<file path="config.mk">
export PLATFORM = sky130hd
export DESIGN_NAME = snd_refill_dma_ctrl
export DESIGN_NICKNAME = d
export VERILOG_FILES = /design/src/rtl/snd_refill_pkg.sv /design/src/rtl/snd_fifo_tap.sv /design/src/rtl/snd_dma_chan.sv /design/src/rtl/snd_dma_arb.sv /design/src/rtl/snd_refill_dma_ctrl.sv
export SDC_FILE = /design/constraint.sdc
export NUM_CORES = 1
export LEC_CHECK = 0
export BUFFER_PORTS_ARGS = -buffer_cell sky130_fd_sc_hd__buf_2
export CAP_MARGIN = 20
export CORE_UTILIZATION = 54
export CTS_CLUSTER_SIZE = 14
export DETAILED_ROUTE_END_ITERATION = 7
export PLACE_DENSITY_LB_ADDON = 0.3
export SLEW_MARGIN = 20
export SYNTH_ARGS = -nofsm -noshare
export SYNTH_HDL_FRONTEND = slang
export SYNTH_HIERARCHICAL = 1
export SYNTH_SLANG_ARGS = --single-unit
</file>
<file path="constraint.sdc">
create_clock -name clk -period 2.5 [get_ports clk]
set_clock_uncertainty 0.05 [all_clocks]
set_input_delay 0.5 -clock clk [delete_from_list [all_inputs] [get_ports clk]]
set_output_delay 0.5 -clock clk [all_outputs]
set_load 0.05 [all_outputs]
</file>
<file path="src/rtl/snd_refill_pkg.sv">
package snd_refill_pkg;
    typedef enum logic [1:0] {
        CH_IDLE = 2'd0,
        CH_WAIT = 2'd1,
        CH_RUN  = 2'd2
    } chan_state_e;

    localparam logic [1:0] SPECIAL_TIMING = 2'd3;
endpackage

</file>
<file path="src/rtl/snd_fifo_tap.sv">
module snd_fifo_tap #(
    parameter int NUM_TIMERS = 4,
    parameter int LVL_W      = 6,
    parameter int THRESH     = 16,
    localparam int TSEL_W    = $clog2(NUM_TIMERS)
) (
    input  logic [NUM_TIMERS-1:0] timer_ovf,
    input  logic [TSEL_W-1:0]     tsel,
    input  logic [LVL_W-1:0]      level,
    input  logic                  ch_en,
    input  logic [1:0]            ch_timing,
    output logic                  pop,
    output logic                  refill
);
    import snd_refill_pkg::*;

    logic [LVL_W-1:0] remaining;

    always_comb begin
        pop       = timer_ovf[tsel];
        remaining = (level == '0) ? '0 : level - 1'b1;
        refill    = pop && (remaining <= LVL_W'(THRESH))
                    && ch_en && (ch_timing == SPECIAL_TIMING);
    end
endmodule

</file>
<file path="src/rtl/snd_dma_chan.sv">
module snd_dma_chan #(
    parameter int START_WAIT  = 2,
    parameter int BURST_WORDS = 4,
    localparam int WAIT_W     = $clog2(START_WAIT + 1),
    localparam int WORD_W     = $clog2(BURST_WORDS + 1)
) (
    input  logic clk,
    input  logic rst_n,
    input  logic start,
    input  logic start_refill,
    input  logic ack_me,
    output logic active,
    output logic ready,
    output logic last,
    output logic refill
);
    import snd_refill_pkg::*;

    chan_state_e       state_q, state_d;
    logic [WAIT_W-1:0] wait_q, wait_d;
    logic [WORD_W-1:0] words_q, words_d;
    logic              refill_q, refill_d;

    // next-state logic: arm, expire, finish
    always_comb begin
        state_d  = state_q;
        wait_d   = wait_q;
        words_d  = words_q;
        refill_d = refill_q;
        unique case (state_q)
            CH_IDLE: begin
                if (start) begin
                    state_d  = CH_WAIT;
                    wait_d   = WAIT_W'(START_WAIT);
                    words_d  = WORD_W'(BURST_WORDS);
                    refill_d = start_refill;
                end
            end
            CH_WAIT: begin
                wait_d = wait_q - 1'b1;
                if (wait_q <= WAIT_W'(1)) state_d = CH_RUN;
            end
            CH_RUN: begin
                if (ack_me) begin
                    words_d = words_q - 1'b1;
                    if (words_q == WORD_W'(1)) begin
                        state_d  = CH_IDLE;
                        refill_d = 1'b0;
                    end
                end
            end
            default: state_d = CH_IDLE;
        endcase
    end

    always_ff @(posedge clk) begin
        if (!rst_n) begin
            state_q  <= CH_IDLE;
            wait_q   <= '0;
            words_q  <= '0;
            refill_q <= 1'b0;
        end else begin
            state_q  <= state_d;
            wait_q   <= wait_d;
            words_q  <= words_d;
            refill_q <= refill_d;
        end
    end

    always_comb begin
        active = (state_q != CH_IDLE);
        ready  = (state_q == CH_RUN);
        last   = (state_q == CH_RUN) && (words_q == WORD_W'(1));
        refill = refill_q;
    end
endmodule

</file>
<file path="src/rtl/snd_dma_arb.sv">
module snd_dma_arb #(
    parameter int NUM_CH = 4,
    localparam int CH_W  = $clog2(NUM_CH)
) (
    input  logic [NUM_CH-1:0] ready,
    input  logic              stopped,
    output logic              req,
    output logic [CH_W-1:0]   grant_idx,
    output logic [NUM_CH-1:0] grant_oh
);
    logic [NUM_CH-1:0] eligible;

    always_comb begin
        eligible  = stopped ? '0 : ready;
        grant_oh  = '0;
        grant_idx = '0;
        for (int c = NUM_CH - 1; c >= 0; c--) begin
            if (eligible[c]) begin
                grant_oh    = '0;
                grant_oh[c] = 1'b1;
                grant_idx   = CH_W'(c);
            end
        end
        req = |eligible;
    end
endmodule

</file>
<file path="src/rtl/snd_refill_dma_ctrl.sv">
module snd_refill_dma_ctrl #(
    parameter int NUM_TIMERS  = 4,
    parameter int NUM_CH      = 4,
    parameter int NUM_FIFO    = 2,
    parameter int LVL_W       = 6,
    parameter int THRESH      = 16,
    parameter int START_WAIT  = 2,
    parameter int BURST_WORDS = 4,
    localparam int TSEL_W     = $clog2(NUM_TIMERS),
    localparam int CH_W       = $clog2(NUM_CH)
) (
    input  logic                       clk,
    input  logic                       rst_n,
    input  logic [NUM_TIMERS-1:0]      timer_ovf,
    input  logic [NUM_FIFO*TSEL_W-1:0] fifo_tsel,
    input  logic [NUM_FIFO*LVL_W-1:0]  fifo_level,
    input  logic [NUM_CH-1:0]          ch_enable,
    input  logic [NUM_CH*2-1:0]        ch_timing,
    input  logic [NUM_CH-1:0]          ch_irq_en,
    input  logic                       ch3_drq_en,
    input  logic [NUM_CH-1:0]          ch_kick,
    input  logic                       cpu_stopped,
    input  logic                       xfer_ack,
    output logic [NUM_FIFO-1:0]        fifo_pop,
    output logic [NUM_CH-1:0]          ch_active,
    output logic                       xfer_req,
    output logic [CH_W-1:0]            xfer_ch,
    output logic                       xfer_refill,
    output logic [NUM_CH-1:0]          dma_irq,
    output logic                       cart_irq
);
    logic [NUM_FIFO-1:0] fifo_refill;
    logic [NUM_CH-1:0]   chan_start, chan_from_fifo, chan_ready;
    logic [NUM_CH-1:0]   chan_last, chan_refill, grant_oh, ack_vec;

    // FIFO n is serviced by channel n+1
    for (genvar n = 0; n < NUM_FIFO; n++) begin : g_fifo
        snd_fifo_tap #(
            .NUM_TIMERS(NUM_TIMERS), .LVL_W(LVL_W), .THRESH(THRESH)
        ) tap_i (
            .timer_ovf (timer_ovf),
            .tsel      (fifo_tsel[n*TSEL_W +: TSEL_W]),
            .level     (fifo_level[n*LVL_W +: LVL_W]),
            .ch_en     (ch_enable[n+1]),
            .ch_timing (ch_timing[(n+1)*2 +: 2]),
            .pop       (fifo_pop[n]),
            .refill    (fifo_refill[n])
        );
    end

    for (genvar c = 0; c < NUM_CH; c++) begin : g_chan
        if (c >= 1 && c <= NUM_FIFO) begin : g_fed
            assign chan_from_fifo[c] = fifo_refill[c-1];
        end else begin : g_unfed
            assign chan_from_fifo[c] = 1'b0;
        end
        assign chan_start[c] = chan_from_fifo[c] | ch_kick[c];
        assign ack_vec[c]    = xfer_ack & grant_oh[c];

        snd_dma_chan #(
            .START_WAIT(START_WAIT), .BURST_WORDS(BURST_WORDS)
        ) chan_i (
            .clk          (clk),
            .rst_n        (rst_n),
            .start        (chan_start[c]),
            .start_refill (chan_from_fifo[c]),
            .ack_me       (ack_vec[c]),
            .active       (ch_active[c]),
            .ready        (chan_ready[c]),
            .last         (chan_last[c]),
            .refill       (chan_refill[c])
        );
    end

    snd_dma_arb #(.NUM_CH(NUM_CH)) arb_i (
        .ready     (chan_ready),
        .stopped   (cpu_stopped),
        .req       (xfer_req),
        .grant_idx (xfer_ch),
        .grant_oh  (grant_oh)
    );

    logic [NUM_CH-1:0] done_vec;

    always_comb begin
        done_vec    = ack_vec & chan_last;
        dma_irq     = done_vec & ch_irq_en;
        cart_irq    = done_vec[NUM_CH-1] & ch3_drq_en;
        xfer_refill = |(grant_oh & chan_refill);
    end
endmodule

</file>
==> run metrics, run 1 <==
endpoints failing setup=0; Worst Max-Slew Pin Slew=0.512 ns; Die ar.=4630 um2; pin count of the biggest net entering global routing=33; final hold vios=0; die height=68.0 um; global-route met3 utilization=5.67%; P per Cell Area=474 nW/um2; Yosys warnings=6; Slew HR=65.8%; hold slack=0.416 ns; Inserted Clock Buffers=5; fin nets=396; Yosys reg bits=32; Final Non-Filler Cells=385; Psw=420 uW; Worst Slack Setup Final=0.113 ns; GPL Wtd Cong=0.769; wire per inst=12.6 um; synthesized instance count=274; Synth top area share=27.2%; Worst-Skew Late Latency=0.28 ns; Min Clock Period, post-route=2.39 ns; GRT Util Overall=23.1%; RSZ-0062 raised after global routing=false; CP Max Fanout=9; Initial DRC Count=101; crit path buf inv count=1; Vias/cell=5.46; Pleak=1.23 nW; setup TNS=0 ns; initial antenna violation count=0; Root Buffer=clkbuf_8; Vias=2,103; Yosys cell types=45; Initial Util=57.6%; Rows=23; Syn Area/Cell=8.59 um2; Sequential Power Share=43.8%; CTS tree=built; cells along the critical path=and2b_4 > nor2b_1 > and3b_1 > and2_4 > and3_1 > buf_2; M1 GR Usage=28.4%; Hold Crit Class=reg -> reg; Core Util, Final=67.8%; Placed Instance Area=2700 um2; P&R area growth vs syn=17.7%; Int Pwr=892 uW; Crit Path Class=reg -> out; critical path arrival=1.84 ns; Power Total=1.31 mW; HPWL after DPL=3630 um; CTS clk-pin slew, worst paths=0.06 ns; H-tree depth=2; CP max stage cell=dfxtp_1; WP data required=1.95 ns; Worst Setup End Kind=primary output; register area share after synthesis=27.2%; cell taking the most area after synthesis=dfxtp_1; Post-synth ARST share=0%; first-pass GRT wire length=8160 um; most frequent cells in the layout=buf_2, dfxtp_1, inv_1; fin crit share=95.5%; total gr overflow=0; share of layout cells above drive strength 1=26.6%; most common cell after layout, fill and taps aside=buf_2; Startpoint Class=register; max-slew violations=0; synth top area cells=dfxtp_1, ha_1, a21boi_1, nor3b_1, nor2b_1; Post-synth EDFFs=0; die span in x=68.0 um; status=complete, no violations; Antenna Nets Post-Route=0; io pins=60; drt pass-1 iters=4; antenna diode count=0; GR peak layer=met2; maximum vdd drop=0.000297 V; combinational power share=29.3%; CTS Sinks=32; Design Area, Final=2770 um2; Remaining DRCs=0; max cap viols=0; Post-CTS Setup Bufs=0; crit-path max cell delay=0.31 ns; final WL=4830 um; Max Buffers Root-to-Sink=2; core box area=4090 um2; placed cell count=380; Clock power frac=27.0%; met2 usage=39.3%; CP delay by family, top=simple AND/OR/NAND/NOR gates; vias in the first global route=1,935; DP Worst Slack=-0.101 ns; Hold Buf Count CTS=0; count of input and output buffers=53; Netlist Area Pre-Place=2350 um2; f_max=419 MHz; switching share of power=32.0%; Post-synth top flop=dfxtp_1
==> routing by layer <==
| metal | up-vias | share of wire [%] |
|---|---|---|
| li1 | 1099 | - |
| met1 | 968 | 47 |
| met2 | 31 | 47 |
| met3 | 5 | 4.1 |
| met4 | 0 | 1.2 |
| met5 | - | 0 |
==> path summary, 6_finish.rpt <==
path | startpoint | end | slack (ns) | cells past startpoint
worst min-delay path | g_chan[1].chan_i/words_q[1] | g_chan[1].chan_i/words_q[1] | 0.42 | 2
worst max-delay path | g_chan[3].chan_i/state_q[0] | dma_irq[3] | 0.11 | 6
worst min register to register | g_chan[1].chan_i/words_q[1] | g_chan[1].chan_i/words_q[1] | 0.42 | 2
worst max register to register | g_chan[0].chan_i/state_q[0] | g_chan[2].chan_i/refill | 0.75 | 7
==> Yosys cell counts, types with 2 or more instances <==
library cell	number
or2_2	6
o21ai_1	12
o21a_1	2
mux2i_1	5
a21oi_1	9
nor2b_1	15
mux4_2	2
buf_2	4
dfxtp_1	32
and3_1	5
nor4_2	2
a21boi_1	16
or2_1	4
and2_1	8
o311ai_1	4
nand3b_1	4
o21bai_1	4
nand2b_1	8
and4b_1	4
a22oi_1	2
ha_1	14
o211a_1	4
and2b_4	4
buf_6	4
o221a_1	4
and4bb_1	4
nand2_1	15
inv_1	22
o21ai_0	6
nor3b_1	16
o2bb2ai_1	4
nor2_1	16
==> kinds of logic (layout without fill, tap and decap cells) <==
family                     Yosys count  count (layout)  share of synthesized area, %
muxes                                8               8                          4.52
AOI/OAI and AO/OA                   69              69                          21.0
and+or+nand+nor                    119             119                          32.9
other                                1               2                         0.159
DFF                                 32              32                          27.2
buffers and inverters               30              90                          6.27
adders and majority gates           15              15                          7.92
==> worst register-to-register path, delay by kind of cell (launching register included) <==
family                 cells  cell delay, ns
and+or+nand+nor            4            0.78
AOI/OAI and AO/OA          2            0.33
DFF                        1            0.32
buffers and inverters      1            0.15
==> area by class of cell <==
class | count | area [um2]
Tap cell | 50 | 62.6
Multi-Input combinational cell | 213 | 1580
Sequential cell | 32 | 641
Clock buffer | 5 | 68.8
Fill cell | 358 | 1320
Inverter | 22 | 82.6
Timing Repair Buffer | 63 | 340
==> sequential cells by signal (all words and copies together) (netlist names) <==
signal,flops
g_chan.chan_i/refill,4
g_chan.chan_i/wait_q,8
g_chan.chan_i/words_q,12
g_chan.chan_i/state_q,8
==> power groups by stage <==
stage	Sequential, mW	Clock (mW)	Combinational, mW
after global routing	0.579	0.387	0.424
final	0.574	0.354	0.384
after floorplan	0.581	0	0.282
after CTS	0.574	0.369	0.384
after detailed placement	0.586	0	0.383
after global placement	0.583	0	0.373
==> what timing repair did <==
action	in CTS	in global routing
resized for setup	0	1
hold endpoints to repair	0	0
setup endpoints to repair	0	1
No activity file was read; power rests on OpenSTA's default activity.
==> run 2, diff against run 1 <==
--- a/config.mk
+++ b/config.mk
@@ -10,7 +10,7 @@
 export CORE_UTILIZATION = 54
 export CTS_CLUSTER_SIZE = 14
 export DETAILED_ROUTE_END_ITERATION = 7
-export PLACE_DENSITY_LB_ADDON = 0.3
+export PLACE_DENSITY = 0.9
 export SLEW_MARGIN = 20
 export SYNTH_ARGS = -nofsm -noshare
 export SYNTH_HDL_FRONTEND = slang
==> run metrics, run 2 (synthesis results as in run 1) <==
RSZ-0062 raised after global routing=false; most common cell after layout, fill and taps aside=buf_2; die height=68.0 um (unchanged); most frequent cells in the layout=buf_2, dfxtp_1, inv_1; Slew HR=66.6% (+0.71 points); Worst-Skew Late Latency=0.29 ns (about the same); cells along the critical path=and2b_4 > nor2b_1 > and3b_1 > and2_4 > and3_1 > clkbuf_4; die span in x=68.0 um (unchanged); Int Pwr=1.01 mW (+13%); crit path buf inv count=1 (unchanged); CTS Sinks=32 (unchanged); drt pass-1 iters=4 (unchanged); combinational power share=26.4% (-2.9 points); CP delay by family, top=simple AND/OR/NAND/NOR gates; Worst Setup End Kind=primary output; Pleak=1.25 nW (+1.4%); Power Total=1.46 mW (+12%); Antenna Nets Post-Route=0 (unchanged); Die ar.=4630 um2 (unchanged); Initial DRC Count=77 (-24%); GRT Util Overall=23.3% (+0.18 points); largest registers=g_chan.chan_i/words_q: 12 flops, g_chan.chan_i/state_q: 8 flops, g_chan.chan_i/wait_q: 8 flops; CTS tree=built; hold slack=0.421 ns (+0.00432 ns); Vias/cell=5.59 (+2.4%); P&R area growth vs syn=19.5%; GPL Wtd Cong=0.761 (-1.0%); fin nets=396 (unchanged); endpoints failing setup=0 (unchanged); Rows=23 (unchanged); global-route met3 utilization=5.17% (-0.50 points); Worst Slack Setup Final=0.111 ns (-0.00163 ns); share of layout cells above drive strength 1=27.2% (+0.65 points); critical path arrival=1.84 ns (about the same); Max Buffers Root-to-Sink=2 (unchanged); vias in the first global route=2,020 (+4.4%); Min Clock Period, post-route=2.39 ns (+0.00163 ns); CP max stage cell=dfxtp_1; H-tree depth=2 (unchanged); initial antenna violation count=0 (unchanged); Clock power frac=34.4% (+7.4 points); Post-CTS Setup Bufs=0 (unchanged); Initial Util=57.6% (unchanged); P per Cell Area=521 nW/um2 (+9.9%); wire per inst=12.9 um (+3.2%); Biggest register=g_chan.chan_i/words_q; WP data required=1.95 ns (about the same); io pins=60 (unchanged); met2 usage=41.5% (+2.2 points); max FFs per register=12 (unchanged); Startpoint Class=register; total gr overflow=0 (unchanged); Worst Max-Slew Pin Slew=0.502 ns (-0.0106 ns); switching share of power=31.2% (-0.81 points); pin count of the biggest net entering global routing=33 (unchanged); Final Non-Filler Cells=388 (+0.78%); Hold Crit Class=reg -> reg; DP Worst Slack=-0.0676 ns (+0.0336 ns); max cap viols=0 (unchanged); Vias=2,170 (+3.2%); maximum vdd drop=0.000479 V (+61%); Psw=457 uW (+8.8%); core box area=4090 um2 (unchanged); first-pass GRT wire length=8220 um (+0.67%); max-slew violations=0 (unchanged); placed cell count=380 (unchanged); M1 GR Usage=26.7% (-1.8 points); count of input and output buffers=53 (unchanged); status=complete, no violations; CP Max Fanout=9 (unchanged); final hold vios=0 (unchanged); CTS clk-pin slew, worst paths=0.08 ns (+0.02 ns); Sequential Power Share=39.2% (-4.6 points); f_max=419 MHz (about the same); antenna diode count=0 (unchanged); Root Buffer=clkbuf_8; fin crit share=95.5% (about the same); crit-path max cell delay=0.31 ns (about the same); Crit Path Class=reg -> out; Inserted Clock Buffers=5 (unchanged); final WL=5020 um (+4.0%); GR peak layer=met2; setup TNS=0 ns (unchanged); Remaining DRCs=0 (unchanged); HPWL after DPL=3770 um (+3.9%)
[run 2: power groups by stage]
stage | Sequential, mW | Clock, mW | Combinational, mW
floorplan | 0.581 | 0 | 0.282
global placement | 0.583 | 0 | 0.370
detailed placement | 0.586 | 0 | 0.382
CTS | 0.574 | 0.512 | 0.386
global route | 0.579 | 0.530 | 0.424
finish | 0.575 | 0.504 | 0.386
[run 2: repair_timing]
item | 4_1_cts | 5_1_grt
gates resized for setup | 0 | 3
endpoints found under the setup margin | 0 | 3
hold buffers | 0 | 0
[run 2: through the flow]
step | utilization [%] | cell area (um2)
2_1_floorplan | - | 2360
3_3_place_gp | 66.0 | 2700
3_5_place_dp | 66.0 | 2700
4_1_cts | 68.7 | 2810
5_1_grt | 68.8 | 2810
6_report | 68.8 | 2810
[run 2: layer usage]
layer,part of all wire [%],wire [um],vias up
met2,51,2570,37
met4,1.2,60,0
met5,0,0,-
met3,2.9,148,8
li1,-,-,1103
met1,45,2250,1022
[run 2: final cells by class]
| cell class | count | area (um2) |
|---|---|---|
| clock buffer | 5 | 68.8 |
| clock inverter | 3 | 42.5 |
| fill | 351 | 1270 |
| inverter | 22 | 82.6 |
| multi-input combinational | 213 | 1570 |
| sequential | 32 | 641 |
| tap | 50 | 62.6 |
| timing repair buffer | 63 | 345 |
[run 2: worst min-delay path, delay by kind of cell (launching register included)]
| kind | cells | cell delay [ns] |
|---|---|---|
| AND/OR/NAND/NOR | 1 | 0.05 |
| flip-flops | 1 | 0.32 |
| AO/OA/AOI/OAI | 1 | 0.05 |
[run 2: final timing paths]
| kind | start | depth (start not counted) | slack [ns] | endpoint |
|---|---|---|---|---|
| worst max register to register | g_chan[0].chan_i/state_q[0] | 7 | 0.70 | g_chan[2].chan_i/refill |
| worst min register to register | g_chan[1].chan_i/words_q[1] | 2 | 0.42 | g_chan[1].chan_i/words_q[1] |
| worst min-delay path | g_chan[1].chan_i/words_q[1] | 2 | 0.42 | g_chan[1].chan_i/words_q[1] |
| worst max-delay path | g_chan[3].chan_i/state_q[0] | 6 | 0.11 | cart_irq |
==> run 3, diff against run 2 <==
--- a/config.mk
+++ b/config.mk
@@ -7,10 +7,12 @@
 export LEC_CHECK = 0
 export BUFFER_PORTS_ARGS = -buffer_cell sky130_fd_sc_hd__buf_2
 export CAP_MARGIN = 20
-export CORE_UTILIZATION = 54
+export CELL_PAD_IN_SITES_DETAIL_PLACEMENT = 1
+export CELL_PAD_IN_SITES_GLOBAL_PLACEMENT = 2
+export CORE_UTILIZATION = 31
 export CTS_CLUSTER_SIZE = 14
 export DETAILED_ROUTE_END_ITERATION = 7
-export PLACE_DENSITY = 0.9
+export PLACE_DENSITY = 0.89
 export SLEW_MARGIN = 20
 export SYNTH_ARGS = -nofsm -noshare
 export SYNTH_HDL_FRONTEND = slang
==> run metrics, run 3 (synthesis results as in run 1) <==
Startpoint Class=register; io pins=60 (unchanged); die span in x=89.1 um (+31%); Rows=31 (+35%); final hold vios=0 (unchanged); switching share of power=32.8% (+1.6 points); setup TNS=0 ns (unchanged); WP data required=1.95 ns (about the same); Vias=2,187 (+0.78%); Design Area, Final=2870 um2 (+2.2%); antenna diode count=0 (unchanged); most common cell after layout, fill and taps aside=buf_2; count of input and output buffers=53 (unchanged); H-tree depth=2 (unchanged); Placed Instance Area=2780 um2 (+3.1%); Root Buffer=clkbuf_8; maximum vdd drop=0.000165 V (-65%); die height=89.1 um (+31%); P&R area growth vs syn=22.1%; Max Buffers Root-to-Sink=2 (unchanged); Pleak=1.26 nW (+0.59%); most frequent cells in the layout=buf_2, dfxtp_1, inv_1; CTS tree=built; CP Max Fanout=9 (unchanged); Post-CTS Setup Bufs=0 (unchanged); Filler cells=950 (+170%); Slew HR=63.0% (-3.5 points); Worst Max-Slew Pin Slew=0.554 ns (+0.0526 ns); combinational power share=28.0% (+1.6 points); Clock power frac=30.8% (-3.6 points); fin crit share=94.5% (-1.0 points); Remaining DRCs=0 (unchanged); Biggest register=g_chan.chan_i/words_q; vias in the first global route=2,218 (+9.8%); Worst-Skew Late Latency=0.29 ns (about the same); drt pass-1 iters=4 (unchanged); CTS clk-pin slew, worst paths=0.07 ns (about the same); pin count of the biggest net entering global routing=33 (unchanged); initial antenna violation count=0 (unchanged); max-slew violations=0 (unchanged); max cap viols=0 (unchanged); share of layout cells above drive strength 1=27.0% (-0.24 points); Worst Slack Setup Final=0.136 ns (+0.0250 ns); final WL=5950 um (+18%); max FFs per register=12 (unchanged); RSZ-0062 raised after global routing=false; DP Worst Slack=-0.0849 ns (-0.0173 ns); wire per inst=13.5 um (+4.4%); Initial Util=32.3% (-25 points); largest registers=g_chan.chan_i/words_q: 12 flops, g_chan.chan_i/state_q: 8 flops, g_chan.chan_i/wait_q: 8 flops; Crit Path Class=reg -> out; Int Pwr=939 uW (-6.8%); Die ar.=7940 um2 (+72%); Sequential Power Share=41.2% (+2.0 points); Antenna Nets Post-Route=0 (unchanged); Worst Setup End Kind=primary output; f_max=423 MHz (+1.1%); Initial DRC Count=53 (-31%); Psw=458 uW (+0.35%); GPL Wtd Cong=0.743 (-2.4%); HPWL after DPL=4610 um (+22%); Vias/cell=4.97 (-11%); GRT Util Overall=16.4% (-6.9 points); total gr overflow=0 (unchanged); CTS Sinks=32 (unchanged); endpoints failing setup=0 (unchanged); core box area=7290 um2 (+78%); status=complete, no violations; Min Clock Period, post-route=2.36 ns (-0.0250 ns); critical path arrival=1.81 ns (-0.03 ns); fin nets=399 (+0.76%); Hold Crit Class=reg -> reg; Inserted Clock Buffers=5 (unchanged); first-pass GRT wire length=10,100 um (+22%); P per Cell Area=486 nW/um2 (-6.6%)
[run 3: metrics by stage]
step / power, mW / instances / hold WS, ns / utilization (%)
finish: 1.40 / 440 / 0.417 / 39.4
global placement: 0.967 / 432 / 0.403 / 38.1
detailed placement: 0.983 / 432 / 0.412 / 38.1
global route: 1.48 / 440 / 0.449 / 39.4
floorplan: 0.863 / 275 / 0.393 / -
CTS: 1.42 / 440 / 0.423 / 39.3
[run 3: power groups by stage]
stage	Combinational [mW]	Clock (mW)	Sequential (mW)
3_5_place_dp	0.395	0	0.587
3_3_place_gp	0.383	0	0.584
6_report	0.391	0.430	0.576
4_1_cts	0.397	0.448	0.576
5_1_grt	0.432	0.465	0.581
2_1_floorplan	0.282	0	0.581
[run 3: final cells by class]
| type | count | area [um2] | share of cell area [%] |
|---|---|---|---|
| multi-input combinational | 213 | 1570 | 54.6 |
| timing repair buffer | 66 | 368 | 12.8 |
| tap | 99 | 124 | 4.31 |
| inverter | 22 | 82.6 | 2.87 |
| clock buffer | 8 | 90.1 | 3.13 |
| sequential | 32 | 641 | 22.3 |
[run 3: final timing paths]
path / from / to / slack [ns] / cells past startpoint
setup / recovery: g_chan[3].chan_i/state_q[0] / dma_irq[3] / 0.14 / 6
hold / removal: g_chan[3].chan_i/words_q[1] / g_chan[3].chan_i/words_q[1] / 0.42 / 2
setup reg to reg: g_chan[0].chan_i/state_q[0] / g_chan[2].chan_i/refill / 0.70 / 7
hold reg to reg: g_chan[3].chan_i/words_q[1] / g_chan[3].chan_i/words_q[1] / 0.42 / 2
[run 3: per-layer routing]
metal | GRT usage, % | part of all wire, %
met5 | 0 | 0
met3 | 2.86 | 1.9
met4 | 5.63 | 1.4
met1 | 19.8 | 45
met2 | 29.4 | 52
[run 3: timing repair]
item | CTS | global route
setup endpoints to repair | 0 | 2
hold buffers | 0 | 0
gates resized for setup | 0 | 4
endpoints found under the hold margin | 0 | 0
[run 3: critical path, cell delays in order, from the launching register on]
cell,delay [ns]
dfxtp_1,0.32
and2b_4,0.26
nor2b_1,0.16
and3b_1,0.20
and2_4,0.19
and3_1,0.18
buf_4,0.20
